`src/rtl/irq_arb_pkg.sv`:
```
package irq_arb_pkg;

   localparam int unsigned LVL_W = 2;
   localparam int unsigned DATA_W = LVL_W + 1;

   typedef logic [LVL_W-1:0] lvl_t;

   // register kinds selected by the address LSB
   typedef enum logic {
      KIND_CFG  = 1'b0,
      KIND_PEND = 1'b1
   } reg_kind_e;

   // true when candidate b must replace incumbent a (lower level only)
   function automatic logic lvl_beats(input lvl_t b, input lvl_t a);
      return b < a;
   endfunction

endpackage

```
`src/rtl/irq_src_slot.sv`:
```
module irq_src_slot
   import irq_arb_pkg::*;
#(
   parameter lvl_t LVL_RST = '1
) (
   input  logic              clk,
   input  logic              rst_n,
   input  logic              evt,
   input  logic              cfg_we,
   input  logic              pend_we,
   input  logic [DATA_W-1:0] wdata,
   output logic              flag_q,
   output logic              en_q,
   output lvl_t              lvl_q
);

   logic clr;
   assign clr = pend_we && !wdata[0];

   // event has precedence over a clear in the same cycle
   always_ff @(posedge clk or negedge rst_n) begin
      if (!rst_n)     flag_q <= 1'b0;
      else if (evt)   flag_q <= 1'b1;
      else if (clr)   flag_q <= 1'b0;
   end

   always_ff @(posedge clk or negedge rst_n) begin
      if (!rst_n) begin
         en_q  <= 1'b0;
         lvl_q <= LVL_RST;
      end else if (cfg_we) begin
         en_q  <= wdata[0];
         lvl_q <= wdata[DATA_W-1:1];
      end
   end

   a_r1_event_sets: assert property (@(posedge clk) disable iff (!rst_n)
      evt |=> flag_q);

   a_r2_flag_sticky: assert property (@(posedge clk) disable iff (!rst_n)
      (flag_q && !clr) |=> flag_q);

   a_r6_set_beats_clear: assert property (@(posedge clk) disable iff (!rst_n)
      (evt && clr) |=> flag_q);

   a_r8_cfg_load: assert property (@(posedge clk) disable iff (!rst_n)
      cfg_we |=> (en_q == $past(wdata[0]) && lvl_q == $past(wdata[DATA_W-1:1])));

endmodule

```
`src/rtl/irq_prio_select.sv`:
```
module irq_prio_select
   import irq_arb_pkg::*;
#(
   parameter int unsigned N_SRC    = 8,
   parameter bit          USE_TREE = 1'b1,
   localparam int unsigned IDX_W   = $clog2(N_SRC),
   localparam int unsigned N_PAD   = 1 << IDX_W
) (
   input  logic [N_SRC-1:0] elig,
   input  lvl_t             lvl [N_SRC],
   output logic             win_valid,
   output lvl_t             win_lvl,
   output logic [IDX_W-1:0] win_idx
);

   generate
      if (USE_TREE) begin : g_tree
         logic             nv [2*N_PAD-1];
         lvl_t             nl [2*N_PAD-1];
         logic [IDX_W-1:0] ni [2*N_PAD-1];

         always_comb begin
            for (int i = 0; i < N_PAD; i++) begin
               if (i < N_SRC) begin
                  nv[N_PAD-1+i] = elig[i];
                  nl[N_PAD-1+i] = lvl[i];
               end else begin
                  nv[N_PAD-1+i] = 1'b0;
                  nl[N_PAD-1+i] = '1;
               end
               ni[N_PAD-1+i] = IDX_W'(i);
            end
            // left child holds lower indices, so it keeps ties
            for (int k = N_PAD-2; k >= 0; k--) begin
               if (nv[2*k+2] && (!nv[2*k+1] || lvl_beats(nl[2*k+2], nl[2*k+1]))) begin
                  nv[k] = 1'b1;
                  nl[k] = nl[2*k+2];
                  ni[k] = ni[2*k+2];
               end else begin
                  nv[k] = nv[2*k+1];
                  nl[k] = nl[2*k+1];
                  ni[k] = ni[2*k+1];
               end
            end
         end

         assign win_valid = nv[0];
         assign win_lvl   = nv[0] ? nl[0] : '0;
         assign win_idx   = nv[0] ? ni[0] : '0;
      end else begin : g_scan
         always_comb begin
            win_valid = 1'b0;
            win_lvl   = '0;
            win_idx   = '0;
            // scan downward; "not worse" lets lower index take ties
            for (int i = N_SRC-1; i >= 0; i--) begin
               if (elig[i] && (!win_valid || !lvl_beats(win_lvl, lvl[i]))) begin
                  win_valid = 1'b1;
                  win_lvl   = lvl[i];
                  win_idx   = IDX_W'(i);
               end
            end
         end
      end
   endgenerate

endmodule

```
`src/rtl/irq_level_arbiter.sv`:
```
module irq_level_arbiter
   import irq_arb_pkg::*;
#(
   parameter int unsigned N_SRC    = 8,
   parameter bit          USE_TREE = 1'b1,
   localparam int unsigned IDX_W   = $clog2(N_SRC),
   localparam int unsigned ADDR_W  = IDX_W + 1
) (
   input  logic              clk,
   input  logic              rst_n,
   input  logic [N_SRC-1:0]  src_evt,
   input  logic [ADDR_W-1:0] reg_addr,
   input  logic              reg_we,
   input  logic [DATA_W-1:0] reg_wdata,
   output logic [DATA_W-1:0] reg_rdata,
   output logic              irq_valid,
   output logic [LVL_W-1:0]  irq_level,
   output logic [IDX_W-1:0]  irq_src
);

   generate
      if (N_SRC < 2) begin : g_bad_n
         $error("N_SRC must be at least 2");
      end
      if (N_SRC > 256) begin : g_big_n
         $error("N_SRC above 256 is not supported");
      end
   endgenerate

   logic [N_SRC-1:0] flag_v, en_v, elig_v;
   lvl_t             lvl_v [N_SRC];
   logic [IDX_W-1:0] sel_src;
   reg_kind_e        sel_kind;

   assign sel_src  = reg_addr[ADDR_W-1:1];
   assign sel_kind = reg_kind_e'(reg_addr[0]);

   for (genvar i = 0; i < N_SRC; i++) begin : g_slot
      logic hit;
      assign hit = reg_we && (sel_src == IDX_W'(i));
      irq_src_slot u_slot (
         .clk     (clk),
         .rst_n   (rst_n),
         .evt     (src_evt[i]),
         .cfg_we  (hit && sel_kind == KIND_CFG),
         .pend_we (hit && sel_kind == KIND_PEND),
         .wdata   (reg_wdata),
         .flag_q  (flag_v[i]),
         .en_q    (en_v[i]),
         .lvl_q   (lvl_v[i])
      );
   end

   assign elig_v = flag_v & en_v;

   always_comb begin
      reg_rdata = '0;
      if (int'(sel_src) < N_SRC) begin
         if (sel_kind == KIND_CFG) reg_rdata = {lvl_v[sel_src], en_v[sel_src]};
         else                      reg_rdata[0] = flag_v[sel_src];
      end
   end

   logic             w_valid;
   lvl_t             w_lvl;
   logic [IDX_W-1:0] w_idx;

   irq_prio_select #(.N_SRC(N_SRC), .USE_TREE(USE_TREE)) u_sel (
      .elig      (elig_v),
      .lvl       (lvl_v),
      .win_valid (w_valid),
      .win_lvl   (w_lvl),
      .win_idx   (w_idx)
   );

   always_ff @(posedge clk or negedge rst_n) begin
      if (!rst_n) begin
         irq_valid <= 1'b0;
         irq_level <= '0;
         irq_src   <= '0;
      end else begin
         irq_valid <= w_valid;
         irq_level <= w_lvl;
         irq_src   <= w_idx;
      end
   end

   // checker state: previous eligibility and an independent judgement of it
   logic [N_SRC-1:0] elig_d;
   lvl_t             lvl_d [N_SRC];
   always_ff @(posedge clk or negedge rst_n) begin
      if (!rst_n) elig_d <= '0;
      else        elig_d <= elig_v;
   end
   always_ff @(posedge clk) lvl_d <= lvl_v;

   function automatic logic out_is_best(input logic [IDX_W-1:0] s, input lvl_t l);
      logic ok;
      ok = elig_d[s] && (lvl_d[s] == l);
      for (int j = 0; j < N_SRC; j++) begin
         if (elig_d[j] && lvl_d[j] < l) ok = 1'b0;
         if (elig_d[j] && lvl_d[j] == l && j < int'(s)) ok = 1'b0;
      end
      return ok;
   endfunction

   a_r3_winner_enabled: assert property (@(posedge clk) disable iff (!rst_n)
      irq_valid |-> elig_d[irq_src]);

   a_r4_r5_best_choice: assert property (@(posedge clk) disable iff (!rst_n)
      irq_valid |-> out_is_best(irq_src, irq_level));

   a_r7_idle_zero: assert property (@(posedge clk) disable iff (!rst_n)
      !irq_valid |-> (irq_level == '0 && irq_src == '0 && elig_d == '0));

endmodule

```
`config.mk`:
```
export PLATFORM = sky130hd
export DESIGN_NAME = irq_level_arbiter
export DESIGN_NICKNAME = d
export VERILOG_FILES = /design/src/rtl/irq_arb_pkg.sv /design/src/rtl/irq_src_slot.sv /design/src/rtl/irq_prio_select.sv /design/src/rtl/irq_level_arbiter.sv
export SDC_FILE = /design/constraint.sdc
export NUM_CORES = 1
export LEC_CHECK = 0
export BUFFER_PORTS_ARGS = -buffer_cell sky130_fd_sc_hd__buf_2
export CAP_MARGIN = 10
export CORE_MARGIN = 3
export CORE_UTILIZATION = 40
export DETAILED_ROUTE_END_ITERATION = 7
export GPL_ROUTABILITY_DRIVEN = 0
export GPL_TIMING_DRIVEN = 0
export PLACE_DENSITY = 0.7
export SYNTH_ARGS = -nofsm -noshare
export SYNTH_HDL_FRONTEND = slang
export SYNTH_SLANG_ARGS = --single-unit
```
`constraint.sdc`:
```
create_clock -name clk -period 3.2 [get_ports clk]
set_input_delay 0.16 -clock clk [delete_from_list [all_inputs] [get_ports clk]]
set_output_delay 0.16 -clock clk [all_outputs]
set_load 0.03 [all_outputs]
```
==> flow_results.org, run 1 <==
** Timing
- In this run the tightest slew margin relative to its limit is 42.6%.
- Final Max Tran Viols :: 0
- At the pin with the least slew margin, the transition time is 0.862 ns.
- Setup repair after global routing could not meet its margin everywhere.
- Across the routed clock network, the largest skew measured is 0.00345 ns.
- Final setup vio count :: 2
- The number of hold-slack violations in the final timing report is 0.
- Final critical-path share of the clock period :: 101%
- On the final layout, the worst hold slack is 0.0412 ns.
- Clock period minus final worst setup slack :: 3.23 ns
- Across all setup checks in the final design, the least slack found is -0.0300 ns.
- Maximum clock frequency :: 310 MHz

** Logic synthesis
- Flip-flop cell with the highest count after synthesis :: dfrtp_1
- Library cell with the largest summed area after synthesis :: dfrtp_1
- Yosys warning total :: 0
- Top area cells in the synthesized netlist :: dfrtp_1 23%, dfstp_2 17%, mux2_2 7.9%
- The cell area that synthesis handed to floorplanning was 2410 um2.
- After synthesis, the largest area contributor takes up 22.8% of total cell area.
- Synth Register Bits :: 38
- The netlist uses 52 different library cells.
- Most frequent cell after synthesis :: nand2_1
- In the synthesized netlist the async set-or-reset flop fraction comes to 100%.
- Sequential cells were found to cover 40.3% of the synthesized design area.
- EDFF count, synth :: 0
- Number of nets produced by synthesis :: 244
- Synth cell count leaders :: 25 x nand2_1, 22 x dfrtp_1, 17 x mux2_2
- Dividing the synthesized area by the synthesized cell count gives 11.0 um2.
- After technology mapping, the gate count stands at 219.

** CTS
- TritonCTS created 5 clock buffers.
- CTS root buf :: clkbuf_8
- Number of clock sinks seen by CTS :: 38
- Number of H-tree branching levels :: 2
- Latest clock arrival within the worst-skew pair :: 0.29 ns
- CTS clock-pin slew for the worst setup and hold paths :: 0.07 ns
- Clk buf depth :: 2
- TritonCTS built the clock tree.

** Setup path
- Path type of the worst setup path :: reg -> reg
- STA classifies the critical path endpoint as a flip-flop.
- Top fanout value on the critical path :: 4
- Worst Path Arrival :: 3.46 ns
- Critical path startpoint category :: flip-flop
- Data on the critical path is required at its endpoint by 3.43 ns.

** Power
- Dividing total power by cell area gives a power density of 797 nW/um2.
- The analysis attributes to cell leakage a power of 1.20 nW.
- Peak ir drop on the vdd network :: 0.441 mV

** Global route
- Vias in the first global route :: 1,975
- Number of antenna violations at the first check in global routing :: 0
- Entering global routing, the biggest net connects 39 pins.
- Combined global-route utilization of all metal layers :: 16.9%
- Overflow left after global routing :: 0
- Wire length of the first global-routing pass :: 9580 um

** Die
- Starting density of the core :: 42.5%
- In this run the standard cell core region covers 5680 um2.
- The die covers 6990 um2.
- Height of the die :: 83.6 um
- Die Wd :: 83.6 um
- Number of rows in the core area :: 27
- 27 I/O pins were placed.

** Placed design
- Timing analysis after detailed placement gives a worst setup slack of -0.404 ns.
- In this run the cell area measured after placement is 2620 um2.
- The count of buffers added on input and output ports is 23.
- The number of placed instances, taps included, is 314.
- After legalization and detailed placement, the total HPWL measured 3970 um.

** Drt
- Total via count after detailed routing :: 1,940
- In this run the remaining antenna-violating nets after routing total 0.
- Dividing the detail-routed wire length by the instance count gives 17.3 um.
- In the routed design, unresolved DRC markers number 0.
- Detailed router's first-iteration violation count :: 76
- Number of vias per cell :: 5.76
- The routed design has 5820 um of wire.
- Detailed-routing iteration count for the pre-antenna-repair pass :: 4

** Status
- Failing checks :: setup timing
- The run finished, with violations left.

** Min path
- Hold WC Path Type :: in -> reg

** Finish
- Relative to the synthesized area, the layout overhead comes to 22.8%.
- Number of diodes added for antenna fixing :: 0
- Finished Layout Cells :: 337
- Net count of the finished layout :: 289
- Fraction of layout cells with a size suffix above 1 :: 41.9%
- After routing the design area is 2960 um2.

** Flow run
- Max-cap viol count :: 0
area by class of cell:
type / count / area [um2]
fill: 533 / 2720
clock buffer: 8 / 90.1
timing repair buffer: 38 / 230
multi-input combinational: 168 / 1530
buffer: 7 / 28.8
inverter: 6 / 22.5
tap: 72 / 90.1
sequential: 38 / 971
layout by cell type, fill, tap and decap left out, types with 4 or more instances in the layout:
master     n
clkbuf_8   6
a21o_1     6
buf_2     25
buf_4     14
dfrtp_1   22
mux2_1     7
nand3b_1   5
inv_1      4
nand2_1   24
mux2_2    16
nor2_1    12
clkbuf_1   6
mux4_2     7
dfstp_2   16
a31oi_1    4
and3_1     4
o21ai_0    4
nand2b_1   7
ha_4       5
layer usage:
layer,track usage [%],vias to the layer above,routed length (um)
li1,-,915,-
met1,22.3,966,2670
met2,27.8,51,2830
met3,3.36,8,259
met4,5.56,0,67
met5,0,-,0
path summary, 6_finish.rpt:
path / end / slack [ns] / start / cells after the start
max: irq_level[1] / -0.03 / g_slot[2].u_slot.lvl_q[1] / 16
min: g_slot[0].u_slot.flag_q / 0.04 / src_evt[0] / 2
max reg2reg: irq_level[1] / -0.03 / g_slot[2].u_slot.lvl_q[1] / 16
min reg2reg: g_slot[3].u_slot.flag_q / 0.52 / g_slot[3].u_slot.flag_q / 1
max in group asynchronous: g_slot[6].u_slot.en_q / 2.14 / rst_n / 2
min in group asynchronous: irq_src[1] / 0.52 / rst_n / 2
through the flow:
| stage | setup TNS (ns) | power [mW] | utilization [%] |
|---|---|---|---|
| floorplan | 0 | 1.49 | - |
| global placement | -1.13 | 1.69 | 46.1 |
| detailed placement | -1.55 | 1.71 | 46.1 |
| finish | -0.0508 | 2.36 | 52.2 |
| global route | -0.332 | 2.52 | 52.2 |
| CTS | -0.0659 | 2.25 | 50.7 |
report_power, final:
group / leakage, nW / switching (mW) / internal [mW]
logic: 0.745 / 0.646 / 0.656
clock network: 0.0455 / 0.165 / 0.176
registers: 0.406 / 0.0890 / 0.626
total: 1.20 / 0.900 / 1.46
cells by family (layout without fill, tap and decap cells):
| family | after synthesis | in the layout | synth area share [%] |
|---|---|---|---|
| AOI/OAI and AO/OA | 51 | 51 | 15.9 |
| and+or+nand+nor | 71 | 71 | 15.7 |
| DFF | 38 | 38 | 40.3 |
| muxes | 39 | 39 | 22.4 |
| adders and majority gates | 7 | 7 | 3.63 |
| buffers and inverters | 13 | 59 | 2.13 |
critical path, stage by stage (launching register included):
cell,delay [ns]
dfstp_2,0.54
inv_2,0.05
ha_4,0.26
a21oi_2,0.05
o21bai_2,0.17
mux2i_2,0.30
inv_1,0.11
ha_4,0.24
nand2_4,0.06
a21oi_4,0.04
nor2b_4,0.16
mux2i_2,0.28
inv_2,0.07
ha_4,0.29
nand2_1,0.05
o211ai_1,0.26
a32o_2,0.23
timing repair:
item                                    CTS  global route
endpoints found under the hold margin     3             0
buffers inserted                         10             4
hold buffers                              1             0
endpoints found under the setup margin    5             5
gates resized for setup                  18             7
pin swaps                                10             9
state kept, by name (all words and copies together), names as in the netlist:
register,flops
g_slot.u_slot.lvl_q,16
g_slot.u_slot.en_q,8
g_slot.u_slot.flag_q,8
irq_src,3
irq_level,2
irq_valid,1
Note: power is estimated with default switching activity, not from simulation.
==> run 2: changes to the inputs <==
- SKIP_CTS_REPAIR_TIMING: default -> 1
==> run 2 against run 1 <==
The flow finishes with violations (hold timing, setup timing). Sequential cell count is the same. Non-clock buffer count fell by 6. Clock skew hardly changed. Sequential power is essentially flat. Hold slack worse by 0.062 ns. Largest cell class unchanged.
==> flow_results.org, run 2 (synthesis results as in run 1) <==
** Power
- The total power divided by cell area is 790 nW/um2 (-0.84%).
- Leakage power summed over all cells :: 1.17 nW (-2.6%)
- Final total power :: 2.29 mW (-3.0%)
- Peak ir drop on the vdd network :: 0.434 mV (-1.7%)

** Timing
- The final number of max-transition violations was 0 (unchanged).
- The minimum setup slack in the final design is -0.114 ns (-0.0842 ns).
- The number of hold-slack violations in the final timing report was 22 (+22).
- The portion of the clock cycle consumed by the worst path in the final layout came to 104% (+2.6 points).
- Max-slew headroom :: 42.5% (-0.050 points)
- Maximum clock frequency :: 302 MHz (-2.5%)
- The smallest hold slack was -0.0211 ns (-0.0623 ns).
- The final critical-path required period came to 3.31 ns (+0.0842 ns).
- Worst-Margin Slew :: 0.862 ns (+0.000753 ns)
- Setup repair after global routing could not meet its margin everywhere.
- Final setup vio count :: 3 (+1)
- Final clock skew :: 0.00376 ns (+0.000301 ns)

** Placed design
- Dpl ws :: -0.404 ns (unchanged)
- Count of placed standard cells including taps :: 314 (unchanged)
- The count of input and output buffers is 23 (unchanged).
- DP HPWL :: 3970 um (unchanged)

** Die
- Number of rows in the core area :: 27 (unchanged)
- The core area was 5680 um2 (unchanged).
- The die footprint came to 6990 um2 (unchanged).
- The vertical die dimension came to 83.6 um (unchanged).
- The count of boundary I/O pins came to 27 (unchanged).
- The starting density of the core is 42.5% (unchanged).
- Die Wd :: 83.6 um (unchanged)

** Drt
- Number of routed nets with antenna violations :: 0 (unchanged)
- The wire length after detailed routing was 5600 um (-3.9%).
- The initial DRC count was 78 (+2.6%).
- The average routed wire per standard cell came to 16.9 um (-2.1%).
- The detailed-routing iteration count for the pre-antenna-repair pass came to 4 (unchanged).
- The count of vias placed by the detailed router came to 1,909 (-1.6%).
- The residual DRC count came to 0 (unchanged).
- Number of vias per cell :: 5.77 (+0.19%)

** CTS
- The count of clock tree sinks was 38 (unchanged).
- Number of buffers created by CTS :: 5 (unchanged)
- The buffer depth of the longest clock path was 2 (unchanged).
- The clock slew seen by the registers of the worst setup and hold paths was 0.07 ns (about the same).
- The CTS H-tree depth was 2 (unchanged).
- The latest clock arrival within the worst-skew pair was 0.29 ns (about the same).
- CTS root buf :: clkbuf_8
- TritonCTS clock tree :: yes

** Status
- The checks that failed: hold timing, setup timing.
- The flow ran to the end, but the final reports show violations.

** Setup path
- The length in cells of the worst reg-to-reg path is 15 (-1).
- The delay of the slowest critical-path stage was 0.56 ns (+0.02 ns).
- The most numerous cell type found on the critical path is ha_4.
- Worst Path Arrival :: 3.54 ns (+0.08 ns)
- Path type of the worst setup path :: reg -> reg
- The data required time at the worst endpoint came to 3.43 ns (about the same).
- Slowest stage cell, crit path :: dfstp_2
- STA classifies the critical path startpoint as a flip-flop.
- Traced cell by cell, the critical path runs through inv_2, ha_4, a21oi_2, o21bai_2, mux2i_2, inv_1, ha_4, a21oi_2, nor2b_4, mux2i_2, inv_1, ha_4, nand2_1, o211ai_1, a32o_2.
- Top fanout value on the critical path :: 4 (unchanged)
- Endpoint type of the worst setup path :: flip-flop

** Global route
- The global-route usage over all layers is 15.9% (-1.0 points).
- Wire length of the first global-routing pass :: 8960 um (-6.5%)
- The pin count of the biggest net entering global routing is 39 (unchanged).
- Overflow left after global routing :: 0 (unchanged)
- The via count of the first global-routing pass is 1,821 (-7.8%).
- Number of antenna violations at the first check in global routing :: 0 (unchanged)

** Flow run
- Max-cap viol count :: 0 (unchanged)

** Finish
- The post-layout net count was 283 (-2.1%).
- The number of diodes added for antenna fixing came to 0 (unchanged).
- The number of flip-flops under the largest register name came to 16 (unchanged).
- The largest registers in the layout are g_slot.u_slot.lvl_q: 16 flops, g_slot.u_slot.en_q: 8 flops, g_slot.u_slot.flag_q: 8 flops.
- Most frequent cells in the layout :: 25 x buf_2, 24 x nand2_1, 22 x dfrtp_1
- Counting flops per register, the top entry is g_slot.u_slot.lvl_q.
- Most common cell after layout, fill and taps aside :: buf_2
- The non-filler instance count after layout came to 331 (-1.8%).
- Fraction of layout cells with a size suffix above 1 :: 40.9% (-0.96 points)
- Area grow syn2layout :: 20.1%

** Min path
- In this run the worst hold path is classified as in -> async.
## run 2: worst paths after layout
| check | startpoint | end | slack (ns) |
|---|---|---|---|
| min in group clk | src_evt[0] | g_slot[0].u_slot.flag_q | 0.04 |
| setup reg to reg | g_slot[2].u_slot.lvl_q[1] | irq_level[1] | -0.11 |
| max in group asynchronous | rst_n | g_slot[6].u_slot.en_q | 2.68 |
| hold / removal | rst_n | irq_src[1] | -0.02 |
| setup / recovery | g_slot[2].u_slot.lvl_q[1] | irq_level[1] | -0.11 |
| hold reg to reg | g_slot[3].u_slot.flag_q | g_slot[3].u_slot.flag_q | 0.51 |
## run 2: report_power, final
group | switching, mW | internal (mW) | total, mW
registers | 0.0916 | 0.626 | 0.718
clock network | 0.165 | 0.176 | 0.341
logic | 0.611 | 0.618 | 1.23
## run 2: stage by stage
step           utilization, %  cell area [um2]  setup TNS (ns)
2_1_floorplan               -             2410               0
3_3_place_gp             46.1             2620           -1.13
3_5_place_dp             46.1             2620           -1.55
4_1_cts                  47.7             2710           -1.68
5_1_grt                  51.0             2900          -0.802
6_report                 51.0             2900          -0.246
## run 2: worst max-delay path, delay by kind of cell, from the launching register on
| kind | cells | cell delay (ns) |
|---|---|---|
| compound gates | 5 | 0.89 |
| fa+ha+maj | 3 | 0.74 |
| flops | 1 | 0.56 |
| mux | 2 | 0.56 |
| buf+inv | 3 | 0.27 |
| simple gates | 2 | 0.23 |
## run 2: routing by layer
layer | vias to the layer above | track usage [%] | wire length, um
li1 | 904 | - | -
met2 | 66 | 24.8 | 2680
met3 | 7 | 3.46 | 344
met1 | 932 | 21.8 | 2510
met4 | 0 | 5.41 | 61
met5 | - | 0 | 0
## run 2: final cells by class
type | instances | area, um2
repair buffers | 32 | 183
plain buffers | 7 | 28.8
fillers | 534 | 2780
clock buffers | 8 | 90.1
flip-flops and latches | 38 | 971
well taps | 72 | 90.1
multi-input cells | 168 | 1510
inverters | 6 | 22.5
